[config.mk]
export PLATFORM = sky130hd
export DESIGN_NAME = scan_delay_tester
export DESIGN_NICKNAME = d
export VERILOG_FILES = /design/src/rtl/sdt_pkg.sv /design/src/rtl/sdt_ctrl.sv /design/src/rtl/sdt_chain.sv /design/src/rtl/sdt_cone.sv /design/src/rtl/scan_delay_tester.sv
export SDC_FILE = /design/constraint.sdc
export NUM_CORES = 1
export LEC_CHECK = 0
export ABC_AREA = 1
export BUFFER_PORTS_ARGS = -buffer_cell sky130_fd_sc_hd__buf_2
export CORE_MARGIN = 5
export CORE_UTILIZATION = 54
export CTS_BUF_LIST = sky130_fd_sc_hd__clkbuf_8 sky130_fd_sc_hd__clkbuf_16
export CTS_CLUSTER_DIAMETER = 30
export CTS_CLUSTER_SIZE = 24
export DETAILED_ROUTE_END_ITERATION = 16
export GPL_ROUTABILITY_DRIVEN = 0
export PLACE_DENSITY_LB_ADDON = 0.12
export SLEW_MARGIN = 20
export SYNTH_ARGS = -nofsm -noshare
export SYNTH_HDL_FRONTEND = slang
export SYNTH_SLANG_ARGS = --single-unit
export TNS_END_PERCENT = 1
[constraint.sdc]
create_clock -name clk -period 1.39 [get_ports clk]
set_input_delay 0.0695 -clock clk [delete_from_list [all_inputs] [get_ports clk]]
set_output_delay 0.0695 -clock clk [all_outputs]
set_load 0.005 [all_outputs]
[src/rtl/sdt_pkg.sv]
package sdt_pkg;
  typedef enum logic [2:0] {
    PH_IDLE,
    PH_LOAD,
    PH_LAUNCH,
    PH_CAPTURE,
    PH_UNLOAD,
    PH_FIN
  } phase_t;
endpackage

[src/rtl/sdt_ctrl.sv]
module sdt_ctrl
  import sdt_pkg::*;
#(
  parameter int N         = 8,
  parameter int SLOW_DIV  = 8,
  parameter int RATED_DIV = 3
) (
  input  logic clk,
  input  logic rst,
  input  logic start,
  input  logic mode_los,
  output logic scan_en,
  output logic clk_en,
  output logic done,
  output logic pi_sel,
  output logic busy
);
  localparam int CW = $clog2(N + 1);
  localparam int TW = $clog2(SLOW_DIV + 1);
  localparam logic [TW-1:0] T_FIRST = TW'(SLOW_DIV - 2);
  localparam logic [TW-1:0] T_SLOW  = TW'(SLOW_DIV - 1);
  localparam logic [TW-1:0] T_RATED = TW'(RATED_DIV - 1);
  localparam logic [CW-1:0] C_LAST  = CW'(N - 1);

  phase_t          ph, pk;
  logic [TW-1:0]   tmr;
  logic [CW-1:0]   cnt;
  logic            los_q, se_q, cke_q, done_q, sel_q;
  logic            se_next;

  // scan-enable wanted for the pulse that the phase register now points at
  always_comb begin
    se_next = (ph == PH_LOAD) || (ph == PH_UNLOAD) || ((ph == PH_LAUNCH) && los_q);
  end

  always_ff @(posedge clk) begin
    if (rst) begin
      ph     <= PH_IDLE;
      pk     <= PH_IDLE;
      tmr    <= '0;
      cnt    <= '0;
      los_q  <= 1'b0;
      se_q   <= 1'b0;
      cke_q  <= 1'b0;
      done_q <= 1'b0;
      sel_q  <= 1'b0;
    end else begin
      cke_q  <= 1'b0;
      done_q <= 1'b0;
      if (cke_q) begin
        if (pk == PH_LAUNCH) sel_q <= 1'b1;
        se_q <= se_next;
      end
      case (ph)
        PH_IDLE: begin
          if (start) begin
            ph    <= PH_LOAD;
            cnt   <= C_LAST;
            tmr   <= T_FIRST;
            se_q  <= 1'b1;
            los_q <= mode_los;
            sel_q <= 1'b0;
          end
        end
        PH_FIN: begin
          if (cke_q) begin
            done_q <= 1'b1;
            ph     <= PH_IDLE;
          end
        end
        default: begin
          if (tmr == '0) begin
            cke_q <= 1'b1;
            pk    <= ph;
            tmr   <= T_SLOW;
            case (ph)
              PH_LOAD: begin
                if (cnt == '0) ph <= PH_LAUNCH;
                else           cnt <= cnt - 1'b1;
              end
              PH_LAUNCH: begin
                ph  <= PH_CAPTURE;
                tmr <= T_RATED;
              end
              PH_CAPTURE: begin
                ph  <= PH_UNLOAD;
                cnt <= C_LAST;
              end
              PH_UNLOAD: begin
                if (cnt == '0) ph <= PH_FIN;
                else           cnt <= cnt - 1'b1;
              end
              default: ph <= PH_IDLE;
            endcase
          end else begin
            tmr <= tmr - 1'b1;
          end
        end
      endcase
    end
  end

  assign scan_en = se_q;
  assign clk_en  = cke_q;
  assign done    = done_q;
  assign pi_sel  = sel_q;
  assign busy    = (ph != PH_IDLE);
endmodule

[src/rtl/sdt_chain.sv]
module sdt_chain #(
  parameter int N = 8
) (
  input  logic         clk,
  input  logic         rst,
  input  logic         upd,
  input  logic         se,
  input  logic         sin,
  input  logic [N-1:0] d,
  output logic [N-1:0] q
);
  logic [N-1:0] shift_src;

  genvar g;
  generate
    for (g = 0; g < N; g++) begin : g_cell
      if (g == 0) begin : g_head
        assign shift_src[g] = sin;
      end else begin : g_body
        assign shift_src[g] = q[g-1];
      end
      always_ff @(posedge clk) begin
        if (rst)      q[g] <= 1'b0;
        else if (upd) q[g] <= se ? shift_src[g] : d[g];
      end
    end
  endgenerate
endmodule

[src/rtl/sdt_cone.sv]
module sdt_cone #(
  parameter int N         = 8,
  parameter int PI_W      = 4,
  parameter int NOM_DLY   = 2,
  parameter int SLOW_DLY  = 5,
  parameter int FAULT_BIT = 0
) (
  input  logic            clk,
  input  logic            rst,
  input  logic            upd,
  input  logic            fault_en,
  input  logic [N-1:0]    st,
  input  logic [PI_W-1:0] pi,
  output logic [N-1:0]    d
);
  localparam int AW = $clog2(SLOW_DLY + 1);
  localparam logic [AW-1:0] NEED_NOM  = AW'(NOM_DLY - 1);
  localparam logic [AW-1:0] NEED_SLOW = AW'(SLOW_DLY - 1);

  logic [AW-1:0]   age;
  logic [N-1:0]    old_st;
  logic [PI_W-1:0] old_pi;
  logic [N-1:0]    f_new, f_old;

  function automatic logic [N-1:0] cone_f(input logic [N-1:0] s, input logic [PI_W-1:0] p);
    logic [N-1:0] r;
    for (int i = 0; i < N; i++) r[i] = s[(i + 1) % N] ^ (s[i] & p[i % PI_W]);
    return r;
  endfunction

  // cycles elapsed since the last chain update, saturating
  always_ff @(posedge clk) begin
    if (rst) begin
      age    <= '1;
      old_st <= '0;
      old_pi <= '0;
    end else if (upd) begin
      age    <= '0;
      old_st <= st;
      old_pi <= pi;
    end else if (age != '1) begin
      age <= age + 1'b1;
    end
  end

  always_comb begin
    f_new = cone_f(st, pi);
    f_old = cone_f(old_st, old_pi);
  end

  genvar g;
  generate
    for (g = 0; g < N; g++) begin : g_out
      logic [AW-1:0] need;
      if (g == FAULT_BIT) begin : g_slow
        assign need = fault_en ? NEED_SLOW : NEED_NOM;
      end else begin : g_nom
        assign need = NEED_NOM;
      end
      assign d[g] = (age >= need) ? f_new[g] : f_old[g];
    end
  endgenerate
endmodule

[src/rtl/scan_delay_tester.sv]
module scan_delay_tester #(
  parameter int N         = 8,
  parameter int PI_W      = 4,
  parameter int SLOW_DIV  = 8,
  parameter int RATED_DIV = 3,
  parameter int NOM_DLY   = 2,
  parameter int SLOW_DLY  = 5,
  parameter int FAULT_BIT = 0
) (
  input  logic            clk,
  input  logic            rst,
  input  logic            start,
  input  logic            mode_los,
  input  logic [PI_W-1:0] pi_v1,
  input  logic [PI_W-1:0] pi_v2,
  input  logic            fault_en,
  input  logic            scan_in,
  output logic            scan_en,
  output logic            clk_en,
  output logic            scan_out,
  output logic            done
);
  logic            pi_sel, busy;
  logic [PI_W-1:0] pi_cur;
  logic [N-1:0]    cells, cone_d;

  sdt_ctrl #(.N(N), .SLOW_DIV(SLOW_DIV), .RATED_DIV(RATED_DIV)) u_ctrl (
    .clk(clk), .rst(rst), .start(start), .mode_los(mode_los),
    .scan_en(scan_en), .clk_en(clk_en), .done(done),
    .pi_sel(pi_sel), .busy(busy)
  );

  assign pi_cur = pi_sel ? pi_v2 : pi_v1;

  sdt_cone #(.N(N), .PI_W(PI_W), .NOM_DLY(NOM_DLY), .SLOW_DLY(SLOW_DLY),
             .FAULT_BIT(FAULT_BIT)) u_cone (
    .clk(clk), .rst(rst), .upd(clk_en), .fault_en(fault_en),
    .st(cells), .pi(pi_cur), .d(cone_d)
  );

  sdt_chain #(.N(N)) u_chain (
    .clk(clk), .rst(rst), .upd(clk_en), .se(scan_en),
    .sin(scan_in), .d(cone_d), .q(cells)
  );

  assign scan_out = cells[N-1];
endmodule

# Word-level counts from Yosys, hierarchy flattened
# Cells that the tools add are included.
[word_totals]
regBits = 42
inputBits = 14
elab_cells = 135
[classes]
n_addsub = 3
n_lt_le_gt_ge = 2
n_eq_ne = 12
mux = 45
bitwise_logic = 34
n_reduce_logical = 19
[op_table]
columns = ["cell", "n"]
rows = [
  ["2-to-1 mux 3 bit", 9],
  ["2-to-1 mux 1 bit", 25],
  ["2-to-1 mux 4 bit", 6],
  ["case mux 4 bit (2 select lines)", 3],
  ["AND 1 bit", 16],
  ["XOR 1 bit", 16],
  ["case mux 3 bit (4 select lines)", 1],
  ["AND reduction 5 bit", 2],
  ["equality test 3 x 2 -> 1 bit (second input constant)", 3],
  ["logical NOT 4 bit", 2],
  ["!= test 4 bit (second input constant)", 2],
  ["subtractor 4 x 1 -> 4 bit (second input constant)", 2],
  ["equality test 3 bit (second input constant)", 2],
  ["!= test 3 bit (second input constant)", 2],
  ["case mux 3 bit (2 select lines)", 1],
  ["AND reduction 2 bit", 3],
  ["nonzero test 3 bit", 2],
  ["OR reduction 2 bit", 3],
  ["nonzero test 2 bit", 2],
  ["adder 3 x 1 -> 3 bit (second input constant)", 1],
  ["equality test 3 x 1 -> 1 bit (second input constant)", 1],
  [">= comparator 3 x 1 -> 1 bit (second input constant)", 1],
  [">= comparator 3 bit", 1],
  ["logical NOT 3 bit", 1],
  ["6 further kinds", 8],
]

# Longest topological paths before layout
[depth]
word_depth = 6
ltp_mapped = 10
mapped_depth_nobuf = 10

# Hierarchy
# From an unflattened synthesis, not the netlist that was laid out.
[unflattened]
hier_cells = 375
area_unflattened_um2 = 2482.4
[by_module_without_submodules]
columns = ["mod", "n_inst", "cells_each", "area_each_um2"]
rows = [
  ["sdt_ctrl", 1, 148, 1013.5],
  ["sdt_cone", 1, 145, 972.2],
  ["sdt_chain", 1, 69, 447.9],
  ["scan_delay_tester", 1, 13, 48.8],
]

# Worst setup path before layout
# No wires, ideal clock.
[synth_timing]
kind = "register to register"
from = "reg u_cone.age[1]"
to = "reg u_chain.q[1]"
arrival_ps = 1339
required_ps = 1320
slack_ps = -19
path_stages_with_launch = 10
n_path_buf = 0
synth_period_minus_slack_ps = 1409
cell_sequence = "dfxtp_1 -> inv_1 -> ha_1 -> nor2_1 -> nand3_1 -> inv_1 -> nand2_1 -> nand3_1 -> nand2_1 -> a21oi_1"
[synth_between]
elab_chain_cells = 3
[synth_lines]
columns = ["item", "line_no", "rtl"]
rows = [
  ["start: declaration", "sdt_cone.sv:20", "logic [AW-1:0] age;"],
  ["start signal: assignment", "sdt_cone.sv:42", "age <= age + 1'b1;"],
  [">= comparator 3 x 1 -> 1 bit", "sdt_cone.sv:60", "assign d[g] = (age >= need) ? f_new[g] : f_old[g];"],
  ["2-to-1 mux 1 bit", "sdt_cone.sv:60", ""],
  ["2-to-1 mux 1 bit", "sdt_chain.sv:24", "else if (upd) q[g] <= se ? shift_src[g] : d[g];"],
  ["end signal: indexed assignment", "sdt_chain.sv:24", ""],
  ["end: declaration", "sdt_chain.sv:10", "output logic [N-1:0] q"],
]
# No other way between the ends.
# A chain may end at the register's enable or synchronous reset.

# Worst setup path in the final report
[layout_timing]
from = "reg u_cone.age[0]"
to = "reg u_cone.age[2]"
[layout_between]
elab_chain_cells = 3
elab_cells_between_ends = 5
cone_classes = "add/sub (1); eq/ne (1); mux (2); reduce/logical (1)"
[layout_lines]
columns = ["item", "line_no", "rtl"]
rows = [
  ["adder 3 x 1 -> 3 bit", "sdt_cone.sv:42", ""],
  ["2-to-1 mux 3 bit", "sdt_cone.sv:41", "end else if (age != '1) begin"],
  ["2-to-1 mux 3 bit", "sdt_cone.sv:37", "end else if (upd) begin"],
]
# Parallel ways exist; a longest one is shown, timed or not. The select of a mux whose other input is x is not followed.

==> metrics.log <==
INFO  metric clock_latency = roughly 0.30 ns
INFO  metric place_hpwl = around 3.9 mm
INFO  metric hold_path_end = u_chain.q[0]$_SDFFE_PP0P_
INFO  metric drive_above_1_share = 0.220
INFO  metric root_buffer_cell = clkbuf_8
INFO  metric worst_pin_slew = between 0.4 and 0.5 ns
INFO  metric startpoint_type = flop
INFO  metric cap_viol_max_count = 0
INFO  metric sequential_fraction_of_design_power = 0.332
INFO  metric grt_usage = 0.199
INFO  metric crit_top_cell = ha_1
INFO  metric p_sw_frac = 0.423
INFO  metric status = completed
INFO  metric routed_via_density = between 5 and 6
INFO  metric setup_slack = about 0.024 ns
INFO  metric cts_inserted_buffers = 5
INFO  metric cts_tree = done
INFO  metric number_of_global_route_vias_before_repair = about 2k
INFO  metric starting_density_of_the_core = 0.545
INFO  metric h-tree-depth = 2
INFO  metric numClockSinks = 42
INFO  metric ff2ff_setup_slack = between 0.02 and 0.025 ns
INFO  metric synth_nets = between 300 and 400
INFO  metric r2r_start = u_cone.age[0]$_SDFFE_PP1P_
INFO  metric post_synth_inst_count = between 300 and 400
INFO  metric drt_iter0_markers = 156
INFO  metric yosys_warnings = 0
INFO  metric min_period_over_period = 0.983
INFO  metric achievable-frequency = about 730 MHz
INFO  metric synthesis.area_per_instance = roughly 6.7 um2
INFO  metric synth_sequential_area_ratio = 0.359
INFO  metric global_route.overflow_total = 0
INFO  metric ant_nets = 0
INFO  metric detail_route.drc_violations = 0
INFO  metric io_buffer_count = 17
INFO  metric design.final.nets = a little under 400
INFO  metric critical_path_class = flop to flop
INFO  metric critPathBufInv = 2
INFO  metric cp-end-kind = flop
INFO  metric slew_violations = 0
INFO  metric wirelength = between 5 and 6 mm
INFO  metric detailroute.via_count = between 2k and 2.5k
INFO  metric synth.lib_cells_used.distinct = 29
INFO  metric grt_setup_unrepaired = yes
INFO  metric setup-violations-final = 0
INFO  metric synth.cell_area = between 2000 and 2500 um2
INFO  metric fin_setup_tns = 0 ns
INFO  metric grt_max_degree = 26
INFO  metric critPathMaxStageDelay = approximately 0.33 ns
INFO  metric avgRoutedWirePerCell = approximately 12 um
INFO  metric p_per_area = between 2000 and 2500 nW/um2
INFO  metric max-clock-path-buffers = 2
INFO  metric synth_top_cell_area_share = 0.359
INFO  metric floorplan.die_area = about 5800 um2
INFO  metric cp_slowest_cell = dfxtp_2
INFO  metric top_level_ports = 18
INFO  metric grt_first_pass_wirelength = 8.74 mm
INFO  metric finalHoldViolCount = 0
INFO  metric vdd.ir_drop.worst = about 1.4 mV
INFO  metric hold_start = scan_in
INFO  metric initial_antenna_violation_count = 0
INFO  metric worstPathArrival = 1.56 ns
INFO  metric holdPathStages = 5
INFO  metric placement_rows = 24
INFO  metric num_antenna_cells = 0
INFO  metric synth_top_area_cell = dfxtp_1
INFO  metric p_switching = ~2.4 mW
INFO  metric clock_slew_at_reported_path_ffs = ~0.08 ns
INFO  metric reg2reg_to = u_cone.age[2]$_SDFFE_PP1P_
INFO  metric ff2ff_path_depth = 6
INFO  metric flip_flop_and_latch_count_after_synthesis = between 40 and 50
INFO  metric cp_max_fo = 3
INFO  metric die_height = roughly 76 um
INFO  metric pre_repair_dr_iteration_count = 4
INFO  metric finalClockSkew = ~0.0063 ns
INFO  metric share_clk_of_total_power = 0.167
INFO  metric area_growth = 19.1%
INFO  metric netlist_top_cells_area = dfxtp_1, nand2_1, a21oi_1, nand3_1, inv_1
INFO  metric die_width = 75.8 um
INFO  metric preCtsSetupSlack = -0.0300 ns
INFO  metric postCtsSetupBuffers = 0
INFO  metric comb_power_share = 0.501
INFO  metric power.leakage = roughly 1.2 nW
INFO  metric cpLargestDelayFamily = adder cells
INFO  metric cp_data_required_time = between 1.5 and 2 ns
INFO  metric layout_min_cycle_time = 1.37 ns
INFO  metric timing.critical_path.cells = buf_4, ha_1, ha_1, inv_1, nor2_1, a221o_1
INFO  metric intPower = 3.28 mW
INFO  metric slew_headroom = 0.710
INFO  metric worstHoldPathType = input port to flop
INFO  metric core-area = between 4000 and 5000 um2
worst min-delay path: cells and delay by family:
family	cells	cell delay (ns)
simple gates	3	0.19
buf+inv	1	0.10
compound gates	1	0.04
registers in the layout, summed over array words and instances (netlist names):
register,cells
u_chain.q,8
u_cone.age,3
u_cone.old_pi,4
u_cone.old_st,8
u_ctrl.clk_en,1
u_ctrl.cnt,4
u_ctrl.done,1
u_ctrl.los_q,1
u_ctrl.ph,3
u_ctrl.pi_sel,1
u_ctrl.pk,3
u_ctrl.scan_en,1
u_ctrl.tmr,4
repair_timing:
action / CTS / global route
hold endpoints to repair: 1 / 0
pin swaps: 3 / 7
resized for setup: 6 / 29
setup endpoints to repair: 8 / 22
hold buffers: 1 / 0
power groups by stage:
stage	Clock, mW	Sequential [mW]	Combinational [mW]
after floorplan	0	1.82	1.99
after CTS	0.988	1.87	2.68
after detailed placement	0	1.89	2.60
final	0.950	1.88	2.84
after global routing	1.04	1.94	3.20
after global placement	0	1.88	2.54
layer usage:
layer / part of all wire / global-route usage / vias up
li1: - / - / 1178
met1: 0.46 / 0.251 / 982
met2: 0.47 / 0.329 / 36
met3: 0.041 / 0.0488 / 13
met4: 0.021 / 0.0718 / 0
met5: 0 / 0 / -
cells in the mapped netlist, drive strengths merged:
library cell,n
a31oi,1
xor2,2
inv,40
clkbuf,8
ha,7
o211ai,1
o21ai,18
nor3,5
o311ai,1
a221oi,1
o22ai,1
or2,2
xnor2,8
a21oi,38
nand3b,1
dfxtp,42
clkinv,2
nand3,37
nand2,95
buf,2
a221o,1
nor2,34
through the flow:
step	cells	power (mW)	hold WS (ns)	cell area, um2	utilization
floorplan	347	3.81	0.197	2340	-
global placement	420	4.43	0.307	2560	0.595
detailed placement	420	4.49	0.320	2560	0.595
CTS	429	5.54	0.145	2700	0.628
global route	429	6.17	0.189	2790	0.649
finish	429	5.68	0.150	2790	0.649
worst max-delay path by stage:
stage / startpoint / endpoint / slack [ns] / cells after the start
3_5_place_dp: u_ctrl.cnt[0]$_SDFFE_PP0P_ / u_ctrl.ph[0]$_SDFFE_PP0P_ / -0.03 / 10
2_1_floorplan: u_cone.age[1]$_SDFFE_PP1P_ / u_chain.q[1]$_SDFFE_PP0P_ / 0.01 / 9
4_1_cts: u_cone.age[1]$_SDFFE_PP1P_ / u_chain.q[4]$_SDFFE_PP0P_ / 0.001 / 10
3_3_place_gp: u_ctrl.cnt[0]$_SDFFE_PP0P_ / u_ctrl.ph[0]$_SDFFE_PP0P_ / 0.0007 / 10
5_1_grt: u_cone.age[1]$_SDFFE_PP1P_ / u_chain.q[3]$_SDFFE_PP0P_ / -0.06 / 10
6_report: u_cone.age[0]$_SDFFE_PP1P_ / u_cone.age[2]$_SDFFE_PP1P_ / 0.02 / 6
cell usage in the layout (no fill, tap or decap), types with 4 or more instances in the layout:
master	n
a21oi_2	7
o21ai_0	18
dfxtp_2	8
nand2_1	85
ha_1	5
dfxtp_1	34
a21oi_1	31
clkbuf_8	5
xnor2_1	8
nand3_1	36
nor2_4	4
nand2_2	7
buf_2	17
nor3_1	4
nor2_1	26
buf_4	13
inv_1	37
layout make-up:
| class | count | area, um2 |
|---|---|---|
| Clock buffer | 5 | 68.8 |
| Clock inverter | 3 | 41.3 |
| Fill cell | 394 | 1510 |
| Inverter | 42 | 164 |
| Timing Repair Buffer | 32 | 204 |
| Sequential cell | 42 | 851 |
| Tap cell | 52 | 65.1 |
| Multi-Input combinational cell | 253 | 1400 |
cell families (layout without fill, tap and decap cells):
kind of cell	after synthesis	in the layout	share of synthesized area
fa+ha+maj	7	7	0.0374
flops	42	42	0.359
compound gates	62	62	0.143
simple gates	174	174	0.338
buf+inv	52	82	0.0850
xor+xnor	10	10	0.0374
(Power assumes the default switching activity.)
